`src/rtl/phy_mgmt_pkg.sv`:
```
package phy_mgmt_pkg;

  // Command word bit positions (software-visible)
  localparam int WD_LSB   = 16;
  localparam int BUSY_BIT = 15;
  localparam int RD_BIT   = 11;
  localparam int WR_BIT   = 10;
  localparam int PHY_LSB  = 5;

  // Frame geometry
  localparam int          FRAME_LEN = 64;
  localparam int          IDX_W     = $clog2(FRAME_LEN);
  localparam logic [5:0]  TA_IDX    = 6'd46;
  localparam logic [5:0]  DATA_IDX  = 6'd48;
  localparam logic [5:0]  LAST_IDX  = 6'd63;

  typedef struct packed {
    logic [15:0] wdata;
    logic        rd;
    logic        wr;
    logic [4:0]  phy;
    logic [4:0]  regad;
  } mgmt_cmd_t;

  // Full 64-bit serial image of one management frame, index 0 in bit 63.
  function automatic logic [FRAME_LEN-1:0] frame_bits(input mgmt_cmd_t c);
    logic [1:0]  op;
    logic [15:0] d;
    op = c.rd ? 2'b10 : 2'b01;
    d  = c.rd ? 16'h0000 : c.wdata;
    return {32'hFFFF_FFFF, 2'b01, op, c.phy, c.regad, 2'b10, d};
  endfunction

endpackage

```
`src/rtl/phy_mgmt_clkdiv.sv`:
```
module phy_mgmt_clkdiv #(
  parameter int DIV_HALF = 20
) (
  input  logic clk,
  input  logic rst_n,
  input  logic run,
  output logic tick
);

  generate
    if (DIV_HALF <= 1) begin : g_pass
      assign tick = run;
    end else begin : g_count
      localparam int CW = $clog2(DIV_HALF);
      localparam logic [CW-1:0] TOP = CW'(DIV_HALF - 1);

      logic [CW-1:0] cnt_q, cnt_d;
      logic          cnt_en;

      assign tick   = run && (cnt_q == TOP);
      assign cnt_en = run || (cnt_q != '0);

      always_comb begin
        if (!run || tick) cnt_d = '0;
        else              cnt_d = cnt_q + CW'(1);
      end

      always_ff @(posedge clk or negedge rst_n) begin
        if (!rst_n)      cnt_q <= '0;
        else if (cnt_en) cnt_q <= cnt_d;
      end
    end
  endgenerate

endmodule

```
`src/rtl/phy_mgmt_regs.sv`:
```
module phy_mgmt_regs
  import phy_mgmt_pkg::*;
#(
  parameter int                ADDR_W   = 8,
  parameter logic [ADDR_W-1:0] CMD_OFS  = 'hCC,
  parameter logic [ADDR_W-1:0] DATA_OFS = 'hD0
) (
  input  logic              clk,
  input  logic              rst_n,
  input  logic              bus_sel,
  input  logic              bus_wr,
  input  logic [ADDR_W-1:0] bus_addr,
  input  logic [31:0]       bus_wdata,
  output logic [31:0]       bus_rdata,
  input  logic              seq_done,
  input  logic              rd_done,
  input  logic [15:0]       rd_value,
  output logic              start,
  output mgmt_cmd_t         launch_cmd,
  output mgmt_cmd_t         held_cmd,
  output logic              busy,
  output logic              cmd_hit,
  output logic              data_hit,
  output logic [15:0]       data_q
);

  logic      busy_q, busy_d;
  logic      noop_q, noop_d;
  mgmt_cmd_t held_q;
  logic [15:0] dat_q, dat_d;
  logic      dat_en;
  logic      accept, op_ok;

  assign cmd_hit  = bus_sel && bus_wr && (bus_addr == CMD_OFS);
  assign data_hit = bus_sel && bus_wr && (bus_addr == DATA_OFS);

  always_comb begin
    launch_cmd.wdata = bus_wdata[31:WD_LSB];
    launch_cmd.rd    = bus_wdata[RD_BIT];
    launch_cmd.wr    = bus_wdata[WR_BIT];
    launch_cmd.phy   = bus_wdata[PHY_LSB+4:PHY_LSB];
    launch_cmd.regad = bus_wdata[4:0];
  end

  assign accept = cmd_hit && !busy_q && bus_wdata[BUSY_BIT];
  assign op_ok  = launch_cmd.rd ^ launch_cmd.wr;
  assign start  = accept && op_ok;

  // Next-state
  always_comb begin
    busy_d = busy_q;
    noop_d = 1'b0;
    if (accept) begin
      busy_d = 1'b1;
      noop_d = !op_ok;
    end else if (noop_q || seq_done) begin
      busy_d = 1'b0;
    end
  end

  always_comb begin
    dat_en = rd_done || data_hit;
    dat_d  = rd_done ? rd_value : bus_wdata[15:0];
  end

  // Registers
  always_ff @(posedge clk or negedge rst_n) begin
    if (!rst_n) begin
      busy_q <= 1'b0;
      noop_q <= 1'b0;
    end else begin
      busy_q <= busy_d;
      noop_q <= noop_d;
    end
  end

  always_ff @(posedge clk or negedge rst_n) begin
    if (!rst_n)      held_q <= '0;
    else if (accept) held_q <= launch_cmd;
  end

  always_ff @(posedge clk or negedge rst_n) begin
    if (!rst_n)      dat_q <= 16'hFFFF;
    else if (dat_en) dat_q <= dat_d;
  end

  // Load path
  always_comb begin
    bus_rdata = '0;
    if (bus_sel && !bus_wr) begin
      if (bus_addr == CMD_OFS)
        bus_rdata = {held_q.wdata, busy_q, 3'b000, held_q.rd, held_q.wr,
                     held_q.phy, held_q.regad};
      else if (bus_addr == DATA_OFS)
        bus_rdata = {16'h0000, dat_q};
    end
  end

  assign busy     = busy_q;
  assign held_cmd = held_q;
  assign data_q   = dat_q;

endmodule

```
`src/rtl/phy_mgmt_seq.sv`:
```
module phy_mgmt_seq
  import phy_mgmt_pkg::*;
(
  input  logic      clk,
  input  logic      rst_n,
  input  logic      start,
  input  mgmt_cmd_t launch_cmd,
  input  logic      tick,
  input  logic      mdio_i,
  output logic      mdc,
  output logic      mdio_o,
  output logic      mdio_oe,
  output logic      active,
  output logic      done,
  output logic      rd_done,
  output logic [15:0] rd_value
);

  logic                 act_q, act_d;
  logic [IDX_W-1:0]     idx_q, idx_d;
  logic [FRAME_LEN-1:0] sh_q, sh_d;
  logic                 mdc_q, mdc_d;
  logic                 rdm_q, rdm_d;
  logic [15:0]          cap_q, cap_d;
  logic                 step_en;

  assign step_en = start || (act_q && tick);

  // Next-state
  always_comb begin
    act_d = act_q;
    idx_d = idx_q;
    sh_d  = sh_q;
    mdc_d = mdc_q;
    rdm_d = rdm_q;
    cap_d = cap_q;
    done  = 1'b0;
    if (start) begin
      act_d = 1'b1;
      idx_d = '0;
      sh_d  = frame_bits(launch_cmd);
      mdc_d = 1'b0;
      rdm_d = launch_cmd.rd;
    end else if (act_q && tick) begin
      if (!mdc_q) begin
        mdc_d = 1'b1;
        if (rdm_q && (idx_q >= DATA_IDX))
          cap_d = {cap_q[14:0], mdio_i};
      end else begin
        mdc_d = 1'b0;
        sh_d  = {sh_q[FRAME_LEN-2:0], 1'b1};
        idx_d = idx_q + IDX_W'(1);
        if (idx_q == LAST_IDX) begin
          act_d = 1'b0;
          done  = 1'b1;
        end
      end
    end
  end

  // Registers
  always_ff @(posedge clk or negedge rst_n) begin
    if (!rst_n) begin
      act_q <= 1'b0;
      idx_q <= '0;
      sh_q  <= '1;
      mdc_q <= 1'b0;
      rdm_q <= 1'b0;
      cap_q <= 16'hFFFF;
    end else if (step_en) begin
      act_q <= act_d;
      idx_q <= idx_d;
      sh_q  <= sh_d;
      mdc_q <= mdc_d;
      rdm_q <= rdm_d;
      cap_q <= cap_d;
    end
  end

  assign mdc      = mdc_q;
  assign mdio_o   = sh_q[FRAME_LEN-1];
  assign mdio_oe  = act_q && !(rdm_q && (idx_q >= TA_IDX));
  assign active   = act_q;
  assign rd_done  = done && rdm_q;
  assign rd_value = cap_q;

endmodule

```
`src/rtl/phy_mgmt_ctrl.sv`:
```
module phy_mgmt_ctrl
  import phy_mgmt_pkg::*;
#(
  parameter int                ADDR_W   = 8,
  parameter logic [ADDR_W-1:0] CMD_OFS  = 'hCC,
  parameter logic [ADDR_W-1:0] DATA_OFS = 'hD0,
  parameter int                DIV_HALF = 20
) (
  input  logic              clk,
  input  logic              rst_n,
  input  logic              bus_sel,
  input  logic              bus_wr,
  input  logic [ADDR_W-1:0] bus_addr,
  input  logic [31:0]       bus_wdata,
  output logic [31:0]       bus_rdata,
  output logic              mdc,
  input  logic              mdio_i,
  output logic              mdio_o,
  output logic              mdio_oe
);

  logic        start, busy, cmd_hit, data_hit;
  logic        seq_active, seq_done, rd_done, tick;
  logic [15:0] rd_value, data_q;
  mgmt_cmd_t   launch_cmd, held_cmd;

  phy_mgmt_regs #(
    .ADDR_W  (ADDR_W),
    .CMD_OFS (CMD_OFS),
    .DATA_OFS(DATA_OFS)
  ) u_regs (
    .clk       (clk),
    .rst_n     (rst_n),
    .bus_sel   (bus_sel),
    .bus_wr    (bus_wr),
    .bus_addr  (bus_addr),
    .bus_wdata (bus_wdata),
    .bus_rdata (bus_rdata),
    .seq_done  (seq_done),
    .rd_done   (rd_done),
    .rd_value  (rd_value),
    .start     (start),
    .launch_cmd(launch_cmd),
    .held_cmd  (held_cmd),
    .busy      (busy),
    .cmd_hit   (cmd_hit),
    .data_hit  (data_hit),
    .data_q    (data_q)
  );

  phy_mgmt_clkdiv #(.DIV_HALF(DIV_HALF)) u_div (
    .clk  (clk),
    .rst_n(rst_n),
    .run  (seq_active),
    .tick (tick)
  );

  phy_mgmt_seq u_seq (
    .clk       (clk),
    .rst_n     (rst_n),
    .start     (start),
    .launch_cmd(launch_cmd),
    .tick      (tick),
    .mdio_i    (mdio_i),
    .mdc       (mdc),
    .mdio_o    (mdio_o),
    .mdio_oe   (mdio_oe),
    .active    (seq_active),
    .done      (seq_done),
    .rd_done   (rd_done),
    .rd_value  (rd_value)
  );

endmodule

```
`config.mk`:
```
export PLATFORM = sky130hd
export DESIGN_NAME = phy_mgmt_ctrl
export DESIGN_NICKNAME = d
export VERILOG_FILES = /design/src/rtl/phy_mgmt_pkg.sv /design/src/rtl/phy_mgmt_clkdiv.sv /design/src/rtl/phy_mgmt_regs.sv /design/src/rtl/phy_mgmt_seq.sv /design/src/rtl/phy_mgmt_ctrl.sv
export SDC_FILE = /design/constraint.sdc
export NUM_CORES = 1
export LEC_CHECK = 0
export BUFFER_PORTS_ARGS = -buffer_cell sky130_fd_sc_hd__buf_2
export CAP_MARGIN = 20
export CORE_ASPECT_RATIO = 0.8
export CORE_MARGIN = 3
export CORE_UTILIZATION = 50
export CTS_CLUSTER_DIAMETER = 100
export CTS_CLUSTER_SIZE = 40
export DETAILED_ROUTE_END_ITERATION = 7
export GPL_ROUTABILITY_DRIVEN = 0
export GPL_TIMING_DRIVEN = 0
export PLACE_DENSITY = 0.75
export SYNTH_ARGS = -nofsm -noshare
export SYNTH_HDL_FRONTEND = slang
export SYNTH_SLANG_ARGS = --single-unit
```
`constraint.sdc`:
```
create_clock -name clk -period 5.45 [get_ports clk]
set_input_delay 0.545 -clock clk [delete_from_list [all_inputs] [get_ports clk]]
set_output_delay 0.545 -clock clk [all_outputs]
set_load 0.02 [all_outputs]
```
# Yosys cells after proc, flatten, opt, wreduce, memory -nomap -nowiden
# Cells that the tools add are included.
# Widths: inputs -> output; s select.
[classes] n_mux=27 eq_ne=4 n_bitwise=3 magnitude_cmp=2 add_sub_neg=2 n_reduce_logical=33
[op_table] op="$mux 64" n=3
[op_table] op="$mux 32" n=2
[op_table] op="$mux 16" n=3
[op_table] op="$mux 6" n=3
[op_table] op="$eq 8x8->1 const B" n=2
[op_table] op="$mux 1" n=14
[op_table] op="$logic_and 1x1->1" n=13
[op_table] op="$ge 6x6->1 const B" n=2
[op_table] op="$reduce_bool 2->1" n=4
[op_table] op="$add 6x1->6 const B" n=1
[op_table] op="$eq 6x6->1 const B" n=1
[op_table] op="$add 5x1->5 const B" n=1
[op_table] op="$eq 5x5->1 const B" n=1
[op_table] op="$logic_not 1->1" n=5
[op_table] op="$logic_or 1x1->1" n=5
[op_table] op="$mux 5" n=1
[op_table] op="$reduce_and 5->1" n=1
[op_table] op="$reduce_bool 5->1" n=1
[op_table] op="$reduce_and 2->1" n=2
[op_table] op="$reduce_and 4->1" n=1
[op_table] op="$reduce_and 3->1" n=1
[op_table] op="$mux 2" n=1
[op_table] op="$not 1->1" n=2
[op_table] op="$xor 1x1->1" n=1
[word_totals] output_inout_bits=35 elab_cells=86 reg_bits=140 input_bits=45

# Longest topological paths before layout
# Gate-level depths: netlist of the first run.
[depth] ltp_word=9 depth_mapped=8 depth_no_buf=5

# Modules after synthesis
# Synthesis of the first run repeated with hierarchy kept, for this count alone.
[unflattened] cells_unflattened=673 area_unflattened_um2=6972.9
[modules_own_cells] module="phy_mgmt_seq" seq_area_each_um2=2327.2 n_inst=1 cells_per_inst=385 area_each_um2=3983.8
[modules_own_cells] module="phy_mgmt_regs" seq_area_each_um2=1171.1 n_inst=1 cells_per_inst=256 area_each_um2=2667.6
[modules_own_cells] module="phy_mgmt_clkdiv" seq_area_each_um2=125.1 n_inst=1 cells_per_inst=32 area_each_um2=321.6

# Worst setup path before layout of the first run
# No wires, ideal clock.
[synth_path] path_kind="in2out" startpoint="in bus_addr[5]" endpoint="out bus_rdata[21]" cell_stages=5 n_path_buf=2 required_ps=4905 slack_ps=2738 arrival_time_ps=2167 cell_sequence="or4_2 > nor2_1 > clkbuf_1 > clkbuf_1 > and3_1"
[synth_via] elab_chain_cells=3
[synth_rtl] element="start, declared" line="phy_mgmt_ctrl.sv:13" rtl="input logic [ADDR_W-1:0] bus_addr,"
[synth_rtl] element="$eq 8x8->1" line="phy_mgmt_regs.sv:91" rtl="if (bus_addr == CMD_OFS)"
[synth_rtl] element="$mux 32" line="phy_mgmt_regs.sv:91"
[synth_rtl] element="$mux 32" line="phy_mgmt_regs.sv:90" rtl="if (bus_sel && !bus_wr) begin"
[synth_rtl] element="end, declared" line="phy_mgmt_ctrl.sv:15" rtl="output logic [31:0] bus_rdata,"
# Every way passes these cells.

# Worst setup path in the final report of the first run
[layout_path] startpoint="in bus_addr[5]" endpoint="out bus_rdata[24]"
# The elaborated chain is that of the path after synthesis.

==> flow_summary.yaml, run 1 <==
global_route:
  grt_overflow: 0
  grt_max_degree: 96
  grt_usage_pct: 21.9
  grt_pass1_vias: 4935
  antenna_found_initial: 0
  grt_pass1_wl_mm: 25.1
timing:
  period_needed_ns: 3.36
  final-setup-viol-count: 0
  setup_tns_ns: 0
  grt_setup_unrepaired: "no"
  worst_slack_ns: 2.09
  max_freq_mhz: 297
  slew_headroom_pct: 37.2
  fin_skew_ns: 0.00860
  tightest_slew_ns: 0.940
  slew_viol_final: 0
  hold_violations: 0
  holdWs_ns: 0.0579
  min_period_over_period_pct: 61.7
clock_network:
  cts_root_buf: "clkbuf_16"
  post_cts_buffers: 0
  clock_sinks: 140
  cts_buffers: 17
  h-tree-depth: 4
  clk_latency_ns: 0.42
  path_clk_slew_ns: 0.06
  cts_resized: 0
  cts_buffer_depth: 2
  cts_hold_buf: 0
  cts_tree: "done"
placed_design:
  hpwl_mm: 10.5
  dp_slack_ns: 2.15
  place.port_buffers: 78
route:
  postRouteAntennaNets: 0
  drtPass1Iterations: 5
  via_per_inst: 5.63
  drtIter0Drc: 521
  drt-total-wl_mm: 15.1
  routedWlPerCell_um: 17.3
  route.detailed.drc: 0
  num_vias: 4917
synth:
  netlist_instances: 591
  ys_top_cells_by_count: "nand2_1 (114), dfstp_2 (96), mux2_2 (56)"
  syn-num-nets: 639
  synth-seq-cells: 140
  synth-async-reset-ratio_pct: 100
  ys.flop_type: "dfstp_2"
  synth_edf_count: 0
  yosysTopAreaCell: "dfstp_2"
  yosys_warnings: 0
  synth.distinct_cells: 47
  ys_top_cells_by_area: "dfstp_2 (38%), dfrtp_1 (17%), mux2_2 (9.5%), nand2_1 (6.5%), mux2_4 (4.5%)"
  synth_area_sq_mm: 0.00662
  yosysMostFrequentCell: "nand2_1"
  netlist.area_leader.share_pct: 38.1
  seq_area_frac_synth_pct: 54.8
  avgSynthCellArea_sq_um: 11.2
setup_path:
  arrival_ns: 2.82
  cp-start-kind: "input pin"
  crit_type: "input pin to primary output"
  reg2reg_depth: 7
  path_max_fanout: 10
  rrSetupSlack_ns: 2.82
  required_ns: 4.91
  endpoint_kind: "primary output"
floorplanning:
  fp.dieW_um: 135
  initial_core_util_pct: 52.6
  num_rows: 36
  core_sq_mm: 0.0126
  die-area_sq_mm: 0.0147
  pin_count: 80
  die_h_um: 109
power_and_ir_drop:
  total_power_uw: 2390
  p_leak_uw: 0.00363
  powerDensity_mw_per_mm2: 303
  peakVddDrop_mv: 0.209
final_layout:
  nNetsFinal: 737
  layout-drive-gt1-share_pct: 42.5
  area_delta_synth_final_pct: 19.2
  insertedDiodeCount: 0
  fillCellCount: 1000
worst_hold_path:
  hold_path_class: "input pin to asynchronous set/reset pin"
status:
  status: "finished, final reports clean"
job:
  drv_cap: 0
## per-stage QoR
step / cell area (sq um) / instances / utilization (%)
floorplan: 6620 / 591 / -
global placement: 7220 / 840 / 57.5
detailed placement: 7250 / 841 / 57.7
CTS: 7890 / 873 / 62.7
global route: 7890 / 873 / 62.7
finish: 7890 / 873 / 62.7
## final cells by class
| class | count | area [sq um] | share of cell area [%] |
|---|---|---|---|
| Buffer | 37 | 184 | 2.33 |
| Clock buffer | 18 | 439 | 5.57 |
| Clock inverter | 14 | 191 | 2.43 |
| Inverter | 7 | 26.3 | 0.333 |
| Multi-Input combinational cell | 407 | 2780 | 35.3 |
| Sequential cell | 140 | 3620 | 46.0 |
| Tap cell | 171 | 214 | 2.71 |
| Timing Repair Buffer | 79 | 424 | 5.38 |
## state kept, by name, indices dropped and copies added, names as in the netlist
register / cells
u_div.g_count.cnt_q: 5
u_regs.busy: 1
u_regs.data_q: 16
u_regs.held_cmd: 28
u_regs.noop_q: 1
u_seq.active: 1
u_seq.idx_q: 6
u_seq.mdc: 1
u_seq.rd_value: 16
u_seq.rdm_q: 1
u_seq.sh_q: 64
## placed cells by master (no fill, tap or decap), types with 5 or more instances in the layout
cell type	n
nand2_1	114
dfstp_2	96
buf_2	82
mux2_2	56
dfrtp_1	44
nand3_1	38
o21ai_0	28
clkbuf_1	26
mux2i_1	24
nor2_1	23
mux2_4	20
and3_1	19
clkbuf_16	17
a22oi_1	15
a21oi_1	9
inv_1	7
nor4_1	6
nor3_1	6
xnor2_1	6
nand2b_1	5
## worst max-delay path, cell delays in order
cell and delay, ns:
buf_2 0.12, or4_2 0.73, nor2_1 0.16, clkbuf_1 0.54, clkbuf_1 0.34, and3_1 0.21, buf_2 0.17
## per-layer routing
layer	part of all wire, %	track usage, %	up-vias
li1	-	-	2274
met1	46	29.9	2464
met2	47	34.4	157
met3	5.5	4.84	22
met4	1.6	8.94	0
met5	0	0	-
## where the power goes
part | leakage (uW) | switching (uW) | internal [uW] | total (uW)
sequential | 0.00158 | 10.5 | 1060 | 1070
clock | 0.000310 | 445 | 779 | 1220
combinational | 0.00174 | 57.2 | 36.0 | 93.3
## logic make-up (layout without fill, tap and decap cells)
family                     after synthesis  count (layout)  share of synthesized area (%)
buffers and inverters                   44             155                           3.18
DFF                                    140             140                           54.8
and+or+nand+nor                        235             235                           17.2
muxes                                  100             100                           17.7
xor gates and xnor gates                 8               8                           1.06
adders and majority gates                3               3                          0.567
AOI/OAI and AO/OA                       61              61                           5.56
## path summary, 6_finish.rpt
path / endpoint / startpoint
max: bus_rdata[24] / bus_addr[5]
min: u_regs.held_cmd[2] / rst_n
max reg2reg: u_regs.data_q[11] / u_div.g_count.cnt_q[0]
min reg2reg: u_seq.sh_q[31] / u_seq.sh_q[30]
max in group asynchronous: u_seq.sh_q[5] / rst_n
min in group clk: u_seq.sh_q[29] / bus_wdata[10]
Power figures use the tool's default switching activity.
==> inputs of run 2 (changes only) <==
--- a/config.mk
+++ b/config.mk
@@ -15,7 +15,7 @@
 export DETAILED_ROUTE_END_ITERATION = 7
 export GPL_ROUTABILITY_DRIVEN = 0
 export GPL_TIMING_DRIVEN = 0
-export PLACE_DENSITY = 0.75
+export PLACE_DENSITY = 0.78
 export SYNTH_ARGS = -nofsm -noshare
 export SYNTH_HDL_FRONTEND = slang
 export SYNTH_SLANG_ARGS = --single-unit
==> constraint.sdc (replaced) <==
create_clock -name clk -period 2.8 [get_ports clk]
set_input_delay 0.28 -clock clk [delete_from_list [all_inputs] [get_ports clk]]
set_output_delay 0.28 -clock clk [all_outputs]
set_load 0.02 [all_outputs]
==> flow_summary.yaml, run 2 (synthesized netlist as in run 1, its figures left out) <==
worst_hold_path:
  hold_path_class: "input pin to flip-flop"
clock_network:
  cts_buffers: 17
  h-tree-depth: 4
  clk_latency_ns: 0.42
  cts_root_buf: "clkbuf_16"
  cts_buffer_depth: 2
  cts_tree: "done"
  clock_sinks: 140
  path_clk_slew_ns: 0.06
power_and_ir_drop:
  powerDensity_mw_per_mm2: 569
  internal_power_uw: 3520
  seqPwrFrac_pct: 46.6
  swShare_pct: 21.3
  p_leak_uw: 0.00361
  p_sw_uw: 955
  comb_power_share_pct: 4.0
  peakVddDrop_mv: 0.445
  clockPowerShare_pct: 49.4
setup_path:
  required_ns: 2.52
  path_max_fanout: 10
  cp-start-kind: "input pin"
  critPathSlowestCell: "or4_1"
  rrSetupSlack_ns: 0.32
  path_cells: "buf_2 -> or4_1 -> nor2_1 -> clkbuf_1 -> a22oi_1 -> nor2_1 -> buf_2"
  crit_type: "input pin to primary output"
  arrival_ns: 2.32
  slowest_delay_ns: 0.51
  endpoint_kind: "primary output"
route:
  routedWlPerCell_um: 17.0
  drt-total-wl_mm: 14.9
  via_per_inst: 5.53
  num_vias: 4843
  postRouteAntennaNets: 0
  route.detailed.drc: 0
  drtIter0Drc: 317
  drtPass1Iterations: 7
final_layout:
  fin_util_pct: 62.6
  most-common-layout-cells: "nand2_1 (114), dfstp_2 (96), buf_2 (82)"
  area_delta_synth_final_pct: 18.9
  final_common_cell: "nand2_1"
  top_register: "u_seq.sh_q"
  layout-drive-gt1-share_pct: 42.3
  largest_register_ffs: 64
  fillCellCount: 955
  insertedDiodeCount: 0
  nNetsFinal: 740
placed_design:
  place.port_buffers: 78
  hpwl_mm: 10.5
  dp_slack_ns: 0.0206
global_route:
  grt_pass1_vias: 4998
  antenna_found_initial: 0
  grt_pass1_wl_mm: 25.0
  grt_usage_pct: 21.8
  grt_overflow: 0
  grt_max_degree: 75
timing:
  hold_violations: 0
  fin_skew_ns: 0.0102
  min_period_over_period_pct: 92.8
  final-setup-viol-count: 0
  grt_setup_unrepaired: "no"
  slew_headroom_pct: 49.2
  worst_slack_ns: 0.200
  max_freq_mhz: 385
  slew_viol_final: 0
  period_needed_ns: 2.60
  tightest_slew_ns: 0.756
floorplanning:
  num_rows: 36
  fp.dieW_um: 135
  initial_core_util_pct: 52.6
  die_h_um: 109
  die-area_sq_mm: 0.0147
  pin_count: 80
  core_sq_mm: 0.0126
status:
  status: "finished, final reports clean"
job:
  drv_cap: 0
run 2: cell types whose count changed in the layout (fill, tap and decap cells not counted):
cell,before,now
clkbuf_2,0,1
clkinvlp_4,1,3
buf_4,0,2
clkbuf_1,26,28
clkinv_4,3,2
clkinv_2,4,1
bufinv_16,4,2
inv_4,0,1
inv_6,2,0
clkbuf_8,1,3
dlygate4sd3_1,0,1
run 2: path summary, 6_finish.rpt:
check,from,end,cells after the start
min in group asynchronous,rst_n,u_regs.held_cmd[18],2
worst min register to register,u_seq.sh_q[41],u_seq.sh_q[42],2
worst max-delay path,bus_addr[5],bus_rdata[9],7
worst max register to register,u_div.g_count.cnt_q[1],u_seq.rd_value[15],6
worst min-delay path,bus_wdata[10],u_seq.sh_q[29],2
max in group asynchronous,rst_n,u_seq.sh_q[23],3
run 2: final cells by class:
type	instances	area (sq um)	area share, %
multi-input cells	407	2780	35.4
well taps	171	214	2.72
inverters	7	26.3	0.334
repair buffers	82	449	5.71
plain buffers	37	185	2.35
clock buffers	23	478	6.07
flip-flops and latches	140	3620	46.0
clock inverters	9	111	1.41
run 2: power groups by stage:
stage	combinational, uW	clock [uW]	sequential, uW
floorplan	69.1	0	2110
global placement	163	0	2110
detailed placement	176	0	2120
CTS	181	2260	2090
global route	202	2350	2090
finish	179	2210	2090
run 2: what timing repair did:
action | 4_1_cts | 5_1_grt
hold endpoints to repair | 23 | 0
setup buffers | 0 | 2
setup endpoints to repair | 0 | 20
resized for setup | 0 | 2
hold buffers | 1 | 0
run 2: metal layers:
metal,part of all wire (%),track usage (%)
met5,0,0
met4,1.6,6.98
met2,47,34.3
met1,46,29.5
met3,5.3,6.09
run 2: stage by stage:
step	instance area, sq um	std cells	hold WS [ns]	total power [uW]	setup TNS [ns]
floorplan	6620	591	-0.0156	2180	0
global placement	7220	840	0.460	2280	-11.64
detailed placement	7250	841	0.305	2290	0
CTS	7850	874	0.0656	4520	0
global route	7870	876	0.0735	4640	0
finish	7870	876	0.0804	4480	0
run 2: worst max-delay path, delay by kind of cell:
kind / cells / cell delay [ns]
and+or+nand+nor: 3 / 1.07
buffers and inverters: 3 / 0.78
AOI/OAI and AO/OA: 1 / 0.18
==> inputs of run 3 (changes only) <==
--- a/config.mk
+++ b/config.mk
@@ -7,15 +7,17 @@
 export LEC_CHECK = 0
 export BUFFER_PORTS_ARGS = -buffer_cell sky130_fd_sc_hd__buf_2
 export CAP_MARGIN = 20
+export CELL_PAD_IN_SITES_DETAIL_PLACEMENT = 1
+export CELL_PAD_IN_SITES_GLOBAL_PLACEMENT = 2
 export CORE_ASPECT_RATIO = 0.8
 export CORE_MARGIN = 3
-export CORE_UTILIZATION = 50
+export CORE_UTILIZATION = 35
 export CTS_CLUSTER_DIAMETER = 100
 export CTS_CLUSTER_SIZE = 40
 export DETAILED_ROUTE_END_ITERATION = 7
 export GPL_ROUTABILITY_DRIVEN = 0
 export GPL_TIMING_DRIVEN = 0
-export PLACE_DENSITY = 0.78
+export PLACE_DENSITY = 0.81
 export SYNTH_ARGS = -nofsm -noshare
 export SYNTH_HDL_FRONTEND = slang
 export SYNTH_SLANG_ARGS = --single-unit
==> flow_summary.yaml, run 3 (synthesized netlist as in run 1, its figures left out) <==
route:
  drt-total-wl_mm: 17.1
  drtIter0Drc: 241
  route.detailed.drc: 0
  num_vias: 4799
  drtPass1Iterations: 4
  postRouteAntennaNets: 0
  via_per_inst: 5.03
  routedWlPerCell_um: 17.9
timing:
  final-setup-viol-count: 0
  tightest_slew_ns: 0.898
  grt_setup_unrepaired: "no"
  slew_headroom_pct: 40.0
  fin_skew_ns: 0.00872
  min_period_over_period_pct: 93.5
  max_freq_mhz: 382
  hold_violations: 0
  slew_viol_final: 0
  period_needed_ns: 2.62
global_route:
  grt_pass1_vias: 5222
  met3_usage_pct: 3.06
  grtUsageMet2_pct: 28.7
  grt_overflow: 0
  grt_max_degree: 89
  use_met1_pct: 23.4
  antenna_found_initial: 1
  grt_pass1_wl_mm: 28.2
  grt_busiest_layer: "met2"
  grt_usage_pct: 17.4
floorplanning:
  die-area_sq_mm: 0.0206
  die_h_um: 129
  fp.dieW_um: 160
  num_rows: 44
  pin_count: 80
  initial_core_util_pct: 36.1
  core_sq_mm: 0.0183
worst_hold_path:
  hold_path_class: "input pin to flip-flop"
clock_network:
  cts_buffers: 17
  cts_tree: "done"
  path_clk_slew_ns: 0.06
  cts_buffer_depth: 2
  clk_latency_ns: 0.43
  cts_root_buf: "clkbuf_16"
  h-tree-depth: 4
  clock_sinks: 140
setup_path:
  endpoint_kind: "flip-flop"
  cp-start-kind: "flip-flop"
  crit_family: "simple AND/OR/NAND/NOR gates"
  critPathSlowestCell: "nor4_4"
  required_ns: 3.16
  slowest_delay_ns: 0.67
  path_max_fanout: 10
  path_cells: "ha_1 -> and4bb_2 -> nand2_1 -> nor4_4 -> buf_2 -> mux2_2"
  arrival_ns: 2.97
  critPathBufInv: 1
  crit_type: "flip-flop to flip-flop"
status:
  status: "finished, final reports clean"
power_and_ir_drop:
  p_leak_uw: 0.00362
  peakVddDrop_mv: 0.463
  powerDensity_mw_per_mm2: 586
final_layout:
  fin_util_pct: 43.6
  nNetsFinal: 737
  most-common-layout-cells: "nand2_1 (114), dfstp_2 (96), buf_2 (82)"
  layout-drive-gt1-share_pct: 42.6
  final_common_cell: "nand2_1"
  area_delta_synth_final_pct: 20.7
  insertedDiodeCount: 0
  final_cell_area_sq_mm: 0.00799
  largest_register_ffs: 64
  top_register: "u_seq.sh_q"
placed_design:
  hpwl_mm: 12.0
  place.port_buffers: 78
  place_area_sq_mm: 0.00736
job:
  drv_cap: 0
-- run 3: cell count changes in the layout (fill, tap and decap cells not counted) --
cell | before | now
clkinv_4 | 2 | 1
clkinv_2 | 1 | 3
clkbuf_2 | 1 | 2
buf_4 | 2 | 0
inv_4 | 1 | 0
inv_6 | 0 | 3
clkbuf_1 | 28 | 24
clkbuf_8 | 3 | 0
bufinv_16 | 2 | 4
-- run 3: layout make-up --
class | count | area, sq um
Clock inverter | 14 | 193
Buffer | 36 | 183
Inverter | 7 | 26.3
Tap cell | 253 | 317
Timing Repair Buffer | 80 | 434
Fill cell | 2036 | 10300
Multi-Input combinational cell | 407 | 2780
Sequential cell | 140 | 3620
Clock buffer | 18 | 429
-- run 3: worst paths after layout --
kind / start / to / slack [ns] / cells after the start
max: u_div.g_count.cnt_q[1] / u_seq.rd_value[8] / 0.18 / 6
max reg2reg: u_div.g_count.cnt_q[1] / u_seq.rd_value[8] / 0.18 / 6
min: bus_wdata[10] / u_seq.sh_q[29] / 0.06 / 2
min reg2reg: u_seq.sh_q[30] / u_seq.sh_q[31] / 0.47 / 2
max in group asynchronous: rst_n / u_seq.sh_q[58] / 1.57 / 3
min in group asynchronous: rst_n / u_regs.held_cmd[7] / 0.38 / 2
-- run 3: what timing repair did --
action / in CTS / in global routing
buffers inserted: 0 / 0
hold endpoints to repair: 19 / 0
endpoints found under the setup margin: 10 / 10
gates resized for setup: 1 / 2
hold buffers: 1 / 0
-- run 3: metal layers --
metal  vias to the layer above  wire, um
met2                        71      8070
met5                         -        13
met3                        17       434
met4                         2       230
li1                       2255         -
met1                      2454      8390
-- run 3: report_power, final --
group / internal [uW] / total, uW / switching (uW)
combinational: 71.9 / 184 / 112
clock: 1490 / 2410 / 913
sequential: 2070 / 2090 / 19.4
-- run 3: worst reg2reg max path: stages, from the launching register on --
cell,delay [ns]
dfrtp_1,0.39
ha_1,0.26
and4bb_2,0.30
nand2_1,0.12
nor4_4,0.67
buf_2,0.43
mux2_2,0.39
-- run 3: per-stage QoR --
step	power [uW]	hold WS (ns)	setup WS, ns	TNS [ns]	std cells
after floorplan	2180	-0.0156	0.618	0	591
after global placement	2290	0.461	-0.443	-19.62	922
after detailed placement	2310	0.264	-0.154	-1.28	923
after CTS	4730	0.0390	0.0611	0	956
after global routing	4850	0.0524	0.00976	0	955
final	4680	0.0584	0.183	0	955
